File: config.mk
export PLATFORM = sky130hd
export DESIGN_NAME = uwire_eeprom_host
export DESIGN_NICKNAME = d
export VERILOG_FILES = /design/src/rtl/uwire_eeprom_host.sv
export SDC_FILE = /design/constraint.sdc
export NUM_CORES = 1
export LEC_CHECK = 0
export CAP_MARGIN = 20
export CORE_ASPECT_RATIO = 1.25
export CORE_UTILIZATION = 28
export DETAILED_ROUTE_END_ITERATION = 8
export HOLD_SLACK_MARGIN = 0.12
export SETUP_SLACK_MARGIN = 0.15
export SYNTH_ARGS = -nofsm -noshare
export SYNTH_HDL_FRONTEND = slang
export SYNTH_SLANG_ARGS = --single-unit
File: constraint.sdc
create_clock -name clk -period 7 [get_ports clk]
set_clock_uncertainty 0.15 [all_clocks]
set_input_delay 0.7 -clock clk [delete_from_list [all_inputs] [get_ports clk]]
set_output_delay 0.7 -clock clk [all_outputs]
set_load 0.1 [all_outputs]
File: src/rtl/uwire_eeprom_host.sv
module uwire_eeprom_host #(
  parameter int ADDR_W     = 6,
  parameter int DATA_W     = 16,
  parameter int LEN_W      = 4,
  parameter int HALF_DIV   = 2,
  parameter int DESEL_CLKS = 4,
  parameter int POLL_LIMIT = 20000
) (
  input  logic              clk,
  input  logic              rst_n,
  input  logic              req_valid,
  output logic              req_ready,
  input  logic              req_op,
  input  logic [ADDR_W-1:0] req_addr,
  input  logic [DATA_W-1:0] req_wdata,
  input  logic [LEN_W-1:0]  req_len,
  output logic              rd_valid,
  output logic [DATA_W-1:0] rd_data,
  output logic              done,
  output logic              err,
  output logic              mem_sel,
  output logic              mem_clk,
  output logic              mem_mosi,
  input  logic              mem_miso
);
  localparam int CMD_BITS = 3 + ADDR_W;
  localparam int FRAME_W  = CMD_BITS + DATA_W;
  localparam int BC_W     = $clog2(FRAME_W);
  localparam int HD_W     = $clog2(HALF_DIV + 1);
  localparam int TMAX     = (POLL_LIMIT > DESEL_CLKS) ? POLL_LIMIT : DESEL_CLKS;
  localparam int TM_W     = $clog2(TMAX + 1);
  localparam logic [ADDR_W-1:0] UNLOCK_ADDR = {2'b11, {(ADDR_W-2){1'b0}}};

  typedef enum logic [2:0] {S_IDLE, S_SHIFT, S_READ, S_GAP, S_POLL} st_t;
  typedef enum logic [1:0] {N_WRITE, N_POLL, N_END} nx_t;

  st_t               st;
  nx_t               nx;
  logic              sel_q, clk_q, op_wr, unlocked, err_f;
  logic [HD_W-1:0]   dcnt;
  logic [FRAME_W-1:0] tx;
  logic [BC_W-1:0]   bcnt;
  logic [LEN_W-1:0]  wcnt;
  logic [DATA_W-1:0] rx, wdata_q;
  logic [ADDR_W-1:0] addr_q;
  logic [TM_W-1:0]   tmr;

  function automatic logic [FRAME_W-1:0] mk_frame(input logic [1:0] op,
                                                  input logic [ADDR_W-1:0] a,
                                                  input logic [DATA_W-1:0] d);
    return {1'b1, op, a, d};
  endfunction

  wire tick    = (dcnt == HD_W'(HALF_DIV - 1));
  wire bit_end = tick & clk_q;
  wire running = (st == S_SHIFT) || (st == S_READ);
  wire [DATA_W-1:0] rx_next = {rx[DATA_W-2:0], mem_miso};

  assign req_ready = (st == S_IDLE);
  assign mem_sel   = sel_q;
  assign mem_clk   = clk_q;
  assign mem_mosi  = sel_q & tx[FRAME_W-1];

  always_ff @(posedge clk) begin
    if (!rst_n) begin
      st <= S_IDLE;  nx <= N_END;
      sel_q <= 1'b0; clk_q <= 1'b0; op_wr <= 1'b0; unlocked <= 1'b0; err_f <= 1'b0;
      dcnt <= '0; tx <= '0; bcnt <= '0; wcnt <= '0; rx <= '0; wdata_q <= '0;
      addr_q <= '0; tmr <= '0;
      rd_valid <= 1'b0; rd_data <= '0; done <= 1'b0; err <= 1'b0;
    end else begin
      rd_valid <= 1'b0;
      done     <= 1'b0;
      err      <= 1'b0;
      if (running) begin
        if (tick) begin
          dcnt  <= '0;
          clk_q <= ~clk_q;
        end else begin
          dcnt <= dcnt + 1'b1;
        end
      end
      case (st)
        S_IDLE: if (req_valid) begin
          op_wr   <= req_op;
          addr_q  <= req_addr;
          wdata_q <= req_wdata;
          wcnt    <= req_len;
          err_f   <= 1'b0;
          sel_q   <= 1'b1;
          clk_q   <= 1'b0;
          dcnt    <= '0;
          st      <= S_SHIFT;
          if (req_op && !unlocked) begin
            tx   <= mk_frame(2'b00, UNLOCK_ADDR, '0);
            bcnt <= BC_W'(CMD_BITS - 1);
          end else if (req_op) begin
            tx   <= mk_frame(2'b01, req_addr, req_wdata);
            bcnt <= BC_W'(FRAME_W - 1);
          end else begin
            tx   <= mk_frame(2'b10, req_addr, '0);
            bcnt <= BC_W'(CMD_BITS - 1);
          end
        end
        S_SHIFT: if (bit_end) begin
          tx <= tx << 1;
          if (bcnt == '0) begin
            if (op_wr) begin
              sel_q    <= 1'b0;
              tmr      <= '0;
              nx       <= unlocked ? N_POLL : N_WRITE;
              unlocked <= 1'b1;
              st       <= S_GAP;
            end else begin
              bcnt <= BC_W'(DATA_W - 1);
              st   <= S_READ;
            end
          end else begin
            bcnt <= bcnt - 1'b1;
          end
        end
        S_READ: if (bit_end) begin
          rx <= rx_next;
          if (bcnt == '0) begin
            rd_valid <= 1'b1;
            rd_data  <= rx_next;
            bcnt     <= BC_W'(DATA_W - 1);
            if (wcnt == '0) begin
              sel_q <= 1'b0;
              tmr   <= '0;
              nx    <= N_END;
              st    <= S_GAP;
            end else begin
              wcnt <= wcnt - 1'b1;
            end
          end else begin
            bcnt <= bcnt - 1'b1;
          end
        end
        S_GAP: if (tmr == TM_W'(DESEL_CLKS - 1)) begin
          tmr <= '0;
          case (nx)
            N_WRITE: begin
              tx    <= mk_frame(2'b01, addr_q, wdata_q);
              bcnt  <= BC_W'(FRAME_W - 1);
              sel_q <= 1'b1;
              clk_q <= 1'b0;
              dcnt  <= '0;
              st    <= S_SHIFT;
            end
            N_POLL: begin
              sel_q <= 1'b1;
              st    <= S_POLL;
            end
            default: begin
              done <= 1'b1;
              err  <= err_f;
              st   <= S_IDLE;
            end
          endcase
        end else begin
          tmr <= tmr + 1'b1;
        end
        S_POLL: if (tmr != '0 && mem_miso) begin
          sel_q <= 1'b0;
          tmr   <= '0;
          nx    <= N_END;
          st    <= S_GAP;
        end else if (tmr == TM_W'(POLL_LIMIT)) begin
          err_f <= 1'b1;
          sel_q <= 1'b0;
          tmr   <= '0;
          nx    <= N_END;
          st    <= S_GAP;
        end else begin
          tmr <= tmr + 1'b1;
        end
        default: st <= S_IDLE;
      endcase
    end
  end
endmodule

# Word-level counts from Yosys, hierarchy flattened
# Index checks and enable logic that the tools add are counted.
[totals] register_bits=117 in_bits=31 output_inout_bits=23 wordCells=169
[classes] n_addsub=4 n_eq_ne=23 n_mux=85 n_bitwise=6 reduce_logical=32
[ops] op="15-bit two-way mux" n=9
[ops] op="25-bit two-way mux" n=4
[ops] op="25-bit case mux with 3 select lines" n=1
[ops] op="15-bit case mux with 4 select lines" n=1
[ops] op="5-bit two-way mux" n=10
[ops] op="24-bit two-way mux" n=2
[ops] op="3-bit two-way mux" n=9
[ops] op="2-bit two-way mux" n=13
[ops] op="1-bit two-way mux" n=23
[ops] op="5-bit case mux with 4 select lines" n=1
[ops] op="2-bit != test (second input constant)" n=9
[ops] op="4-bit two-way mux" n=4
[ops] op="8-bit AND reduction" n=2
[ops] op="15-bit by 1-bit adder with 15-bit output (second input constant)" n=1
[ops] op="15-bit equality test (second input constant)" n=1
[ops] op="15-bit by 2-bit equality test with 1-bit output (second input constant)" n=1
[ops] op="3-bit case mux with 5 select lines" n=1
[ops] op="15-bit nonzero test" n=1
[ops] op="7-bit AND reduction" n=2
[ops] op="11-bit AND reduction" n=1
[ops] op="5-bit AND reduction" n=2
[ops] op="3-bit AND reduction" n=3
[ops] op="2-bit by 1-bit != test with 1-bit output (second input constant)" n=4
[ops] op="4-bit case mux with 2 select lines" n=1
[ops] op="30 further kinds" n=44

# Longest topological paths before layout
# Gate-level depths: netlist (run 1).
[logic_depth] depth_word=6 mapped_depth=9 depth_no_buf=7

# Least setup slack after synthesis (run 1)
# No wires, ideal clock.
[synth_path] path_kind="reg2reg" from="register st[0]" to="register wcnt[2]" setup_time_ns=0.076 arrival_time_ns=3.631 required_time_ns=6.774 slack_ns=3.143 path_stages_with_launch=7 n_path_buf=1 synth_period_minus_slack_ns=3.857 cell_sequence="dfxtp_1 nor3_1 and2_1 clkbuf_1 o21bai_1 or2_2 a21boi_0"
[synth_via] elab_chain_cells=3 word_cells_on_any_way=9 classes_between="eq/ne: 5; mux: 1; reduce/logical: 3"
[synth_lines] element="start: declaration" line_no="37" rtl="st_t st;"
[synth_lines] element="start signal: assignment" line_no="66" rtl="st <= S_IDLE; nx <= N_END;"
[synth_lines] element="start signal: assignment" line_no="93" rtl="st <= S_SHIFT;"
[synth_lines] element="start signal: assignment" line_no="113" rtl="st <= S_GAP;"
[synth_lines] element="3-bit zero test (*)"
[synth_lines] element="net req_ready" line_no="12" rtl="output logic req_ready,"
[synth_lines] element="2-bit != test (no source line) or 2-bit nonzero test (tied branches)"
[synth_lines] element="5-bit AND reduction (no source line)"
[synth_lines] element="end signal: assignment" line_no="88" rtl="wcnt <= req_len;"
[synth_lines] element="end signal: assignment" line_no="134" rtl="wcnt <= wcnt - 1'b1;"
[synth_lines] element="end: declaration" line_no="43" rtl="logic [LEN_W-1:0] wcnt;"
# The timed path passes the listed nets; every way through them passes the cells marked *.
# A chain may end at the register's enable or synchronous reset.

# Worst setup path in the final report (run 1)
[layout_path] from="register st[0]" to="output req_ready"
[layout_via] elab_chain_cells=1
[layout_lines] element="3-bit zero test" line_no="59" rtl="assign req_ready = (st == S_IDLE);"
[layout_lines] element="end: declaration" line_no="12"
# No other way between the ends.

==> metrics.md, run 1 <==
| Metric | Value |
|---|---|
| Status | `finished clean` |
| Max FO, Critical Path | `15` |
| Antenna diodes | `0` |
| Drt wl/cell | `13.57 um` |
| Max VDD drop | `approximately 0.00022 V` |
| Ys flop type | `dfxtp_1` |
| Vias | `4620` |
| Setup Buffers After CTS | `0` |
| Final Max Slew Viols | `0` |
| Largest net degree at the start of global routing | `between 100 and 150` |
| Multi-input logic area | `approximately 3000 um^2` |
| Area contributors post-synth | `dfxtp_1 42%, nand2_1 10%, a21boi_0 7.6%, o211a_1 4.7%, mux2i_1 4.5%` |
| Number of synthesized flops with an enable pin | `0` |
| FP Rows | `between 50 and 60` |
| Clk_lat worst skew | `roughly 0.42 ns` |
| CP required | `roughly 6.2 ns` |
| Net Count, Synth | `685` |
| I/O Pins | `54` |
| Sequential-to-total area share from yosys stat | `0.4219` |
| PwrDens | `about 370 nW/um^2` |
| Post-cts resize count | `0` |
| Synth top area share | `0.4219` |
| Peak Freq | `a little under 300 MHz` |
| PortBufs | `53` |
| Post-Syn Area | `between 5000 and 6000 um^2` |
| CTS tree | `yes` |
| Synthesized area per cell | `around 8.6 um^2` |
| Tightest Hold Check Type | `reg -> reg` |
| Static leakage | `0.002560 uW` |
| Drt via density | `between 4 and 5` |
| Setup crit end kind | `primary output` |
| Die span in y | `~160 um` |
| Syn-to-layout area delta | `23.21%` |
| Worst r2r dst | `wcnt[0]$_SDFFE_PN0P_` |
| FF-to-FF path depth | `5` |
| R2R Path Start | `st[0]$_SDFFE_PN0P_` |
| Hold-critical path depth | `2` |
| Final #Nets | `a little over 700` |
| DRC viols | `0` |
| WS Path Type | `reg -> out` |
| Layout fillers | `between 2000 and 2500` |
| Clk buf depth | `2` |
| Hold buffer count at CTS | `0` |
| Hpwl dp | `approximately 8.3 mm` |
| Sequential cell area | `between 2000 and 2500 um^2` |
| Worst slew pin tran | `1.095 ns` |
| Initial DRC Count | `around 310` |
| Initial Util | `0.2862` |
| Setup crit start kind | `register` |
| Num CTS Buffers | `17` |
| First-pass GRT wire length | `roughly 22 mm` |
| Vias in the first global route | `approximately 4300` |
| CTS Sinks | `around 120` |
| Die X | `127.9 um` |
| Final period util | `0.4926` |
| Core Footprint | `~19000 um^2` |
| Max Cap Violations | `0` |
| Post-route ant nets | `0` |
| Final Util | `0.3526` |
| All-Layer GR Usage | `0.1344` |
| Share of cells above drive strength 1 | `0.06967` |
| GR Overflow Total | `0` |
| Post-synth ARST share | `0` |
| Hold path startpoint | `dcnt[1]$_SDFF_PN0_` |
| Root Driver | `clkbuf_16` |
| Final wirelength | `roughly 13 mm` |
| Count of final hold-check violations | `0` |
| Final setup fails | `0` |
| Relative slew slack | `0.2699` |
| Post-synthesis sequential element count | `between 100 and 150` |
| CTS H-tree depth | `4` |
| Clk slew on worst S/H paths | `0.05 ns` |
| Arr. time, crit path | `approximately 2.6 ns` |
| Initial antenna violation count | `0` |
| Hold endpoint | `dcnt[1]$_SDFF_PN0_` |
| Setup TNS | `0 ns` |
| Drt first pass iters | `4` |
| RSZ-0062 raised after global routing | `false` |
| R2R Setup Slk | `just over 4 ns` |
| Synth Instances | `649` |
| Crit path time final | `between 3 and 4 ns` |
| Die area | `roughly 20000 um^2` |
| Count of different cell masters after synthesis | `60` |
| Cell taking the most area after synthesis | `dfxtp_1` |
| Final GP Congestion | `approximately 0.78` |
| Yosys warnings | `0` |
[metal layers]
metal,wire [um],global-route usage,share of wire,up-vias
li1,-,-,-,2360
met1,6235,0.1697,0.48,2157
met2,6053,0.2127,0.47,84
met3,371,0.02789,0.029,19
met4,288,0.07326,0.022,0
met5,0,0,0,-
[placed cells by master (no fill, tap or decap), types with 3 or more instances in the layout]
cell,instances
nand2_1,153
dfxtp_1,116
a21boi_0,56
clkdlybuf4s50_1,52
o211a_1,26
mux2i_1,25
nor2_1,23
a21oi_1,21
o211ai_1,21
o21ai_0,18
nand3_1,17
clkbuf_16,17
inv_1,11
or3_1,9
or4_1,8
o31ai_1,7
nor3_1,6
and2_1,5
and3_1,5
o21a_1,5
ha_1,5
nor2b_1,4
xnor2_1,4
buf_4,4
nor3b_1,3
nand2b_1,3
nand4_1,3
and4_1,3
a21o_1,3
a211oi_1,3
clkinvlp_4,3
clkbuf_8,3
bufinv_16,3
clkinv_2,3
[critical path, cell delays in order, from the launching register on]
cell and delay, ns:
dfxtp_1 0.46, nor3_1 0.46, clkdlybuf4s50_1 1.25
[area by class of cell]
class,instances,share of cell area
Clock inverter,9,0.01866
Multi-Input combinational cell,474,0.4342
Tap cell,265,0.04847
Clock buffer,21,0.06878
Inverter,11,0.006036
Timing Repair Buffer,57,0.08121
Sequential cell,117,0.3426
[through the flow]
stage	std cells	setup WS [ns]	power (uW)	hold WS (ns)	instance area (um^2)
global placement	924	3.765	1670	0.2690	6242
global route	954	3.412	2690	0.2931	6840
CTS	954	3.536	2568	0.2829	6840
finish	954	3.552	2534	0.2782	6840
detailed placement	924	3.749	1671	0.2737	6242
floorplan	649	3.143	1490	0.2600	5552
[state kept, by name, summed over array words and instances (netlist names)]
signal,flops
tx,25
rd_data,16
wdata_q,16
rx,15
tmr,15
addr_q,6
bcnt,5
wcnt,4
st,3
dcnt,2
nx,2
done,1
err,1
err_f,1
mem_clk,1
mem_sel,1
op_wr,1
rd_valid,1
unlocked,1
[cell usage after synthesis (3+ instances only)]
| cell | n |
|---|---|
| nand2_1 | 153 |
| dfxtp_1 | 117 |
| a21boi_0 | 56 |
| clkbuf_1 | 30 |
| o211a_1 | 26 |
| mux2i_1 | 25 |
| nor2_1 | 23 |
| a21oi_1 | 21 |
| o211ai_1 | 21 |
| o21ai_0 | 18 |
| nand3_1 | 17 |
| buf_2 | 11 |
| inv_1 | 11 |
| or3_1 | 9 |
| or4_1 | 8 |
| o31ai_1 | 7 |
| nor3_1 | 6 |
| and2_1 | 5 |
| and3_1 | 5 |
| ha_1 | 5 |
| o21a_1 | 5 |
| nor2b_1 | 4 |
| xnor2_1 | 4 |
| a211oi_1 | 3 |
| a21o_1 | 3 |
| and4_1 | 3 |
| buf_4 | 3 |
| nand2b_1 | 3 |
| nand4_1 | 3 |
| nor3b_1 | 3 |
[where the power goes]
part | switching, uW | internal [uW]
Sequential | 95.3 | 776
Combinational | 475 | 307
Clock | 300 | 581
Total | 870 | 1660
[logic make-up (layout without fill, tap and decap cells)]
kind of cell               Yosys count  after routing  synth area share
DFF                                117            117            0.4219
AOI/OAI and AO/OA                  182            182            0.2486
muxes                               26             26           0.04710
and+or+nand+nor                    257            257            0.2197
xor gates and xnor gates             4              4          0.006310
adders and majority gates            5              5           0.01127
buffers and inverters               58             98           0.04508
[worst max-delay path by stage]
stage                  startpoint                   end  slack [ns]
2_1_floorplan  st[0]$_SDFFE_PN0P_  wcnt[2]$_SDFFE_PN0P_        3.14
5_1_grt        st[0]$_SDFFE_PN0P_             req_ready        3.41
3_3_place_gp            req_valid  wcnt[2]$_SDFFE_PN0P_        3.76
6_report       st[0]$_SDFFE_PN0P_             req_ready        3.55
3_5_place_dp            req_valid  wcnt[2]$_SDFFE_PN0P_        3.75
4_1_cts        st[0]$_SDFFE_PN0P_             req_ready        3.54
(Power assumes the default switching activity.)
==> inputs of run 2 (changes only) <==
==> constraint.sdc (replaced) <==
create_clock -name clk -period 3.46 [get_ports clk]
set_clock_uncertainty 0.15 [all_clocks]
set_input_delay 0.346 -clock clk [delete_from_list [all_inputs] [get_ports clk]]
set_output_delay 0.346 -clock clk [all_outputs]
set_load 0.1 [all_outputs]
==> metrics.md, run 2 (synthesis gave the netlist of run 1 again) <==
| Metric | Value |
|---|---|
| Peak Freq | `between 300 and 400 MHz` |
| Combined buffer and inverter count along the critical path | `1` |
| Die span in y | `159.4 um` |
| Final setup fails | `0` |
| Drt via density | `4.843` |
| Max VDD drop | `roughly 0.0004 V` |
| Most frequent cells in the layout | `153 x nand2_1, 116 x dfxtp_1, 56 x a21boi_0` |
| Commonest non-fill, non-tap cell in the layout | `nand2_1` |
| Biggest regs | `tx (25), rd_data (16), wdata_q (16)` |
| Clk slew on worst S/H paths | `approximately 0.050 ns` |
| Post-route ant nets | `0` |
| First-pass GRT wire length | `between 20 and 25 mm` |
| GR Overflow Total | `0` |
| Crit path time final | `2.686 ns` |
| Final Max Slew Viols | `0` |
| Initial Util | `0.2862` |
| PwrDens | `slightly above 700 nW/um^2` |
| Setup Buffers After CTS | `0` |
| Hold WS | `between 0.2 and 0.3 ns` |
| WS Path Type | `reg -> reg` |
| Static leakage | `between 0.002 and 0.003 uW` |
| Largest net degree at the start of global routing | `slightly above 70` |
| CP max stage delay | `around 0.67 ns` |
| All-Layer GR Usage | `0.1375` |
| Count of final hold-check violations | `0` |
| Worst slew pin tran | `just under 1 ns` |
| Kind of cell adding the most delay to the critical path | `flip-flops` |
| Initial DRC Count | `roughly 280` |
| Layout fillers | `2053` |
| CTS H-tree depth | `4` |
| Final period util | `0.7762` |
| Worst path cell trace | `and3b_1 -> nand4_1 -> o41ai_4 -> buf_4 -> o211ai_1 -> o211a_1` |
| Tightest Hold Check Type | `reg -> reg` |
| Share of cells above drive strength 1 | `0.07525` |
| Max FO, Critical Path | `50` |
| PortBufs | `53` |
| Setup crit start kind | `register` |
| Setup TNS | `0 ns` |
| Slowest CP cell | `dfxtp_1` |
| RSZ-0062 raised after global routing | `false` |
| Clk buf depth | `2` |
| I/O Pins | `54` |
| CP required | `~3.6 ns` |
| Die X | `about 130 um` |
| Most flops, register | `tx` |
| Arr. time, crit path | `~2.8 ns` |
| Hpwl dp | `8.575 mm` |
| Drt first pass iters | `4` |
| Relative slew slack | `0.3410` |
| Core Footprint | `19400 um^2` |
| Setup crit end kind | `register` |
| R2R Setup Slk | `a little under 0.8 ns` |
| Initial antenna violation count | `0` |
| Final wirelength | `13.34 mm` |
| Post-cts resize count | `0` |
| Status | `finished clean` |
| Root Driver | `clkbuf_16` |
| Largest register FFs | `25` |
| DRC viols | `0` |
| CTS Sinks | `117` |
| CTS tree | `yes` |
| FP Rows | `57` |
| Vias | `roughly 4600` |
| Max Cap Violations | `0` |
| Hold buffer count at CTS | `0` |
| Die area | `a little over 20000 um^2` |
| Final #Nets | `around 720` |
| Syn-to-layout area delta | `22.52%` |
| Num CTS Buffers | `17` |
| Clk_lat worst skew | `~0.41 ns` |
| Vias in the first global route | `4374` |
| Final GP Congestion | `0.8128` |
| Antenna diodes | `0` |
| Drt wl/cell | `13.96 um` |
-- run 2: cell count changes in the layout (fill, tap and decap cells not counted) --
cell and delta:
buf_4 +4, bufinv_16 -3, clkinv_2 +3, clkinvlp_4 -3, buf_12 +1, clkbuf_8 +1
clkdlybuf4s50_1 -1, nor3_1 -1, nor3_2 +1
-- run 2: report_power, final --
part	switching, uW	internal (uW)
Clock	572	963
Sequential	197	1570
Combinational	980	633
-- run 2: cell type report --
cell class	instances	area, um^2	share of cell area
Multi-Input combinational cell	474	2975	0.4375
Inverter	11	41.29	0.006071
Clock buffer	22	484.2	0.07119
Timing Repair Buffer	61	595.6	0.08756
Clock inverter	6	30.03	0.004415
Sequential cell	117	2344	0.3446
Tap cell	265	331.6	0.04875
-- run 2: stage by stage --
stage                       util  cell area, um^2  worst slack (ns)  power, uW  std cells
after detailed placement  0.3241             6287            0.8006       3412        928
after floorplan                -             5557            0.5726       3018        649
after CTS                 0.3506             6802            0.7872       4973        956
after global routing      0.3506             6802            0.5715       5234        956
final                     0.3506             6802            0.7745       4916        956
after global placement    0.3241             6287            0.8316       3397        928
-- run 2: worst paths after layout --
kind	start	endpoint	depth (start not counted)
worst max-delay path	st[0]$_SDFFE_PN0P_	tx[14]$_SDFFE_PN0P_	6
worst min-delay path	dcnt[1]$_SDFF_PN0_	dcnt[1]$_SDFF_PN0_	2
worst max register to register	st[0]$_SDFFE_PN0P_	tx[14]$_SDFFE_PN0P_	6
worst min register to register	dcnt[1]$_SDFF_PN0_	dcnt[1]$_SDFF_PN0_	2
-- run 2: worst reg2reg max path: stages (launching register included) --
cell and delay [ns]:
dfxtp_1 0.67, and3b_1 0.42, nand4_1 0.26, o41ai_4 0.26, buf_4 0.46, o211ai_1 0.20, o211a_1 0.16
-- run 2: metal layers --
metal	vias to the layer above	part of all wire	track usage
met2	94	0.47	0.2169
li1	2375	-	-
met1	2143	0.47	0.1725
met3	18	0.042	0.03360
met4	0	0.020	0.07112
met5	-	0	0
==> inputs of run 3 (changes only) <==
==> constraint.sdc (replaced) <==
create_clock -name clk -period 2.2 [get_ports clk]
set_clock_uncertainty 0.15 [all_clocks]
set_input_delay 0.22 -clock clk [delete_from_list [all_inputs] [get_ports clk]]
set_output_delay 0.22 -clock clk [all_outputs]
set_load 0.1 [all_outputs]
==> metrics.md, run 3 (synthesis gave the netlist of run 1 again) <==
| Metric | Value |
|---|---|
| Die area | `roughly 20000 um^2` |
| Antenna diodes | `0` |
| Worst slew pin tran | `approximately 0.5 ns` |
| Initial antenna violation count | `0` |
| PwrDens | `around 1200 nW/um^2` |
| Static leakage | `~0.0032 uW` |
| Critical path startpoint | `bcnt[0]$_SDFFE_PN0P_` |
| Multi-input logic area | `3192 um^2` |
| Setup crit end kind | `register` |
| PortBufs | `between 50 and 60` |
| Tightest Hold Check Type | `in -> reg` |
| Syn-to-layout area delta | `42.69%` |
| Count of final hold-check violations | `0` |
| Max FO, Critical Path | `7` |
| Largest net degree at the start of global routing | `45` |
| Sequential cell area | `~2400 um^2` |
| Die X | `about 130 um` |
| R2R Path Start | `bcnt[0]$_SDFFE_PN0P_` |
| CTS H-tree depth | `4` |
| Vias in the first global route | `between 4000 and 5000` |
| Clk_lat worst skew | `~0.42 ns` |
| Final setup fails | `0` |
| All-Layer GR Usage | `0.1479` |
| Final Max Slew Viols | `0` |
| Drt first pass iters | `4` |
| Relative slew slack | `0.6734` |
| Final period util | `0.9711` |
| R2R Setup Slk | `between 0.06 and 0.07 ns` |
| Post-route ant nets | `0` |
| I/O Pins | `54` |
| Max Cap Violations | `0` |
| Initial DRC Count | `296` |
| First-pass GRT wire length | `between 20 and 25 mm` |
| Power consumption | `a little under 10000 uW` |
| FP Rows | `57` |
| CTS Sinks | `between 100 and 150` |
| Most flops, register | `tx` |
| Final Util | `0.4083` |
| WS Path Type | `reg -> reg` |
| Biggest regs | `tx (25), rd_data (16), wdata_q (16)` |
| Most frequent cells in the layout | `151 x nand2_1, 109 x dfxtp_1, 78 x buf_4` |
| Worst r2r dst | `tmr[3]$_SDFFE_PN0P_` |
| Drt via density | `just under 5` |
| Die span in y | `around 160 um` |
| Commonest non-fill, non-tap cell in the layout | `nand2_1` |
| Root Driver | `clkbuf_16` |
| Final GP Congestion | `0.8292` |
| Final wirelength | `around 15 mm` |
| DRC viols | `0` |
| Final #Nets | `between 700 and 800` |
| Core Footprint | `19400 um^2` |
| Max VDD drop | `roughly 0.0008 V` |
| Arr. time, crit path | `~2.3 ns` |
| Setup crit start kind | `register` |
| Hold WS | `around 0.13 ns` |
| Clk slew on worst S/H paths | `0.06 ns` |
| Clk buf depth | `2` |
| Crit path time final | `between 2 and 2.5 ns` |
| Peak Freq | `between 400 and 500 MHz` |
| Largest register FFs | `25` |
| RSZ-0062 raised after global routing | `true` |
| Initial Util | `0.2862` |
| CP endpoint | `tmr[3]$_SDFFE_PN0P_` |
| CP required | `approximately 2.4 ns` |
| Setup TNS | `0 ns` |
| Vias | `around 5000` |
| CTS tree | `yes` |
| FF-to-FF path depth | `9` |
| Status | `finished clean` |
| Num CTS Buffers | `17` |
| Hpwl dp | `between 9 and 10 mm` |
| Layout fillers | `around 1900` |
| Drt wl/cell | `14.41 um` |
| GR Overflow Total | `0` |
| Share of cells above drive strength 1 | `0.2408` |
==> run 3: cell types whose count changed in the layout (fill, tap and decap cells not counted), sizes merged, moves of 2 or more <==
cell	previous run	this run
clkinv	6	3
bufinv	0	7
dlygate4sd3	0	2
buf	10	94
clkinvlp	0	2
clkbuf	22	24
clkdlybuf4s50	51	29
==> run 3: worst max-delay path, cell delays in order, from the launching register on <==
cell and delay, ns:
dfxtp_2 0.32, inv_2 0.07, ha_4 0.13, nor4b_4 0.29, and3_4 0.27, a221oi_4 0.08, buf_6 0.15, clkbuf_16 0.14
or3_1 0.34, a21oi_1 0.12
==> run 3: timing repair <==
| action | CTS | global route |
|---|---|---|
| gates cloned | 3 | 6 |
| hold buffers | 1 | 1 |
| hold endpoints to repair | 7 | 4 |
| pin swaps | 7 | 17 |
| setup endpoints to repair | 53 | 69 |
| resized for setup | 21 | 30 |
| buffers inserted | 4 | 5 |
==> run 3: through the flow <==
| stage | cell area, um^2 | setup slack, ns | instances |
|---|---|---|---|
| after floorplan | 5663 | -0.03760 | 649 |
| final | 7921 | 0.06360 | 1029 |
| after detailed placement | 6708 | -0.09147 | 977 |
| after global placement | 6708 | -0.06908 | 977 |
| after CTS | 7604 | 0.06284 | 1017 |
| after global routing | 7921 | -0.05889 | 1029 |
==> run 3: final cells by class <==
cell class                      count  area share
Multi-Input combinational cell    474      0.4029
Sequential cell                   117      0.2976
Clock buffer                       19     0.05718
Clock inverter                     13     0.03159
Timing Repair Buffer              130      0.1636
Tap cell                          265     0.04186
Inverter                           11    0.005212
==> run 3: worst min path at each step <==
stage	depth (start not counted)	to	startpoint
floorplan	2	done$_SDFF_PN0_	rst_n
global placement	2	dcnt[1]$_SDFF_PN0_	dcnt[1]$_SDFF_PN0_
detailed placement	2	dcnt[1]$_SDFF_PN0_	dcnt[1]$_SDFF_PN0_
CTS	3	mem_clk$_SDFF_PN0_	rst_n
global route	4	tmr[13]$_SDFFE_PN0P_	rst_n
finish	4	tmr[13]$_SDFFE_PN0P_	rst_n
==> run 3: power by group <==
group / internal, uW / switching (uW) / leakage, uW / total [uW]
combinational: 1820 / 1990 / 0.00187 / 3810
sequential: 2480 / 248 / 0.000957 / 2730
clock: 2300 / 1020 / 0.000340 / 3310
==> run 3: metal layers <==
layer	vias to the layer above	global-route usage	share of wire
li1	2525	-	-
met1	2387	0.1869	0.47
met2	84	0.2391	0.49
met3	13	0.03931	0.030
met4	0	0.05561	0.013
met5	-	0	0
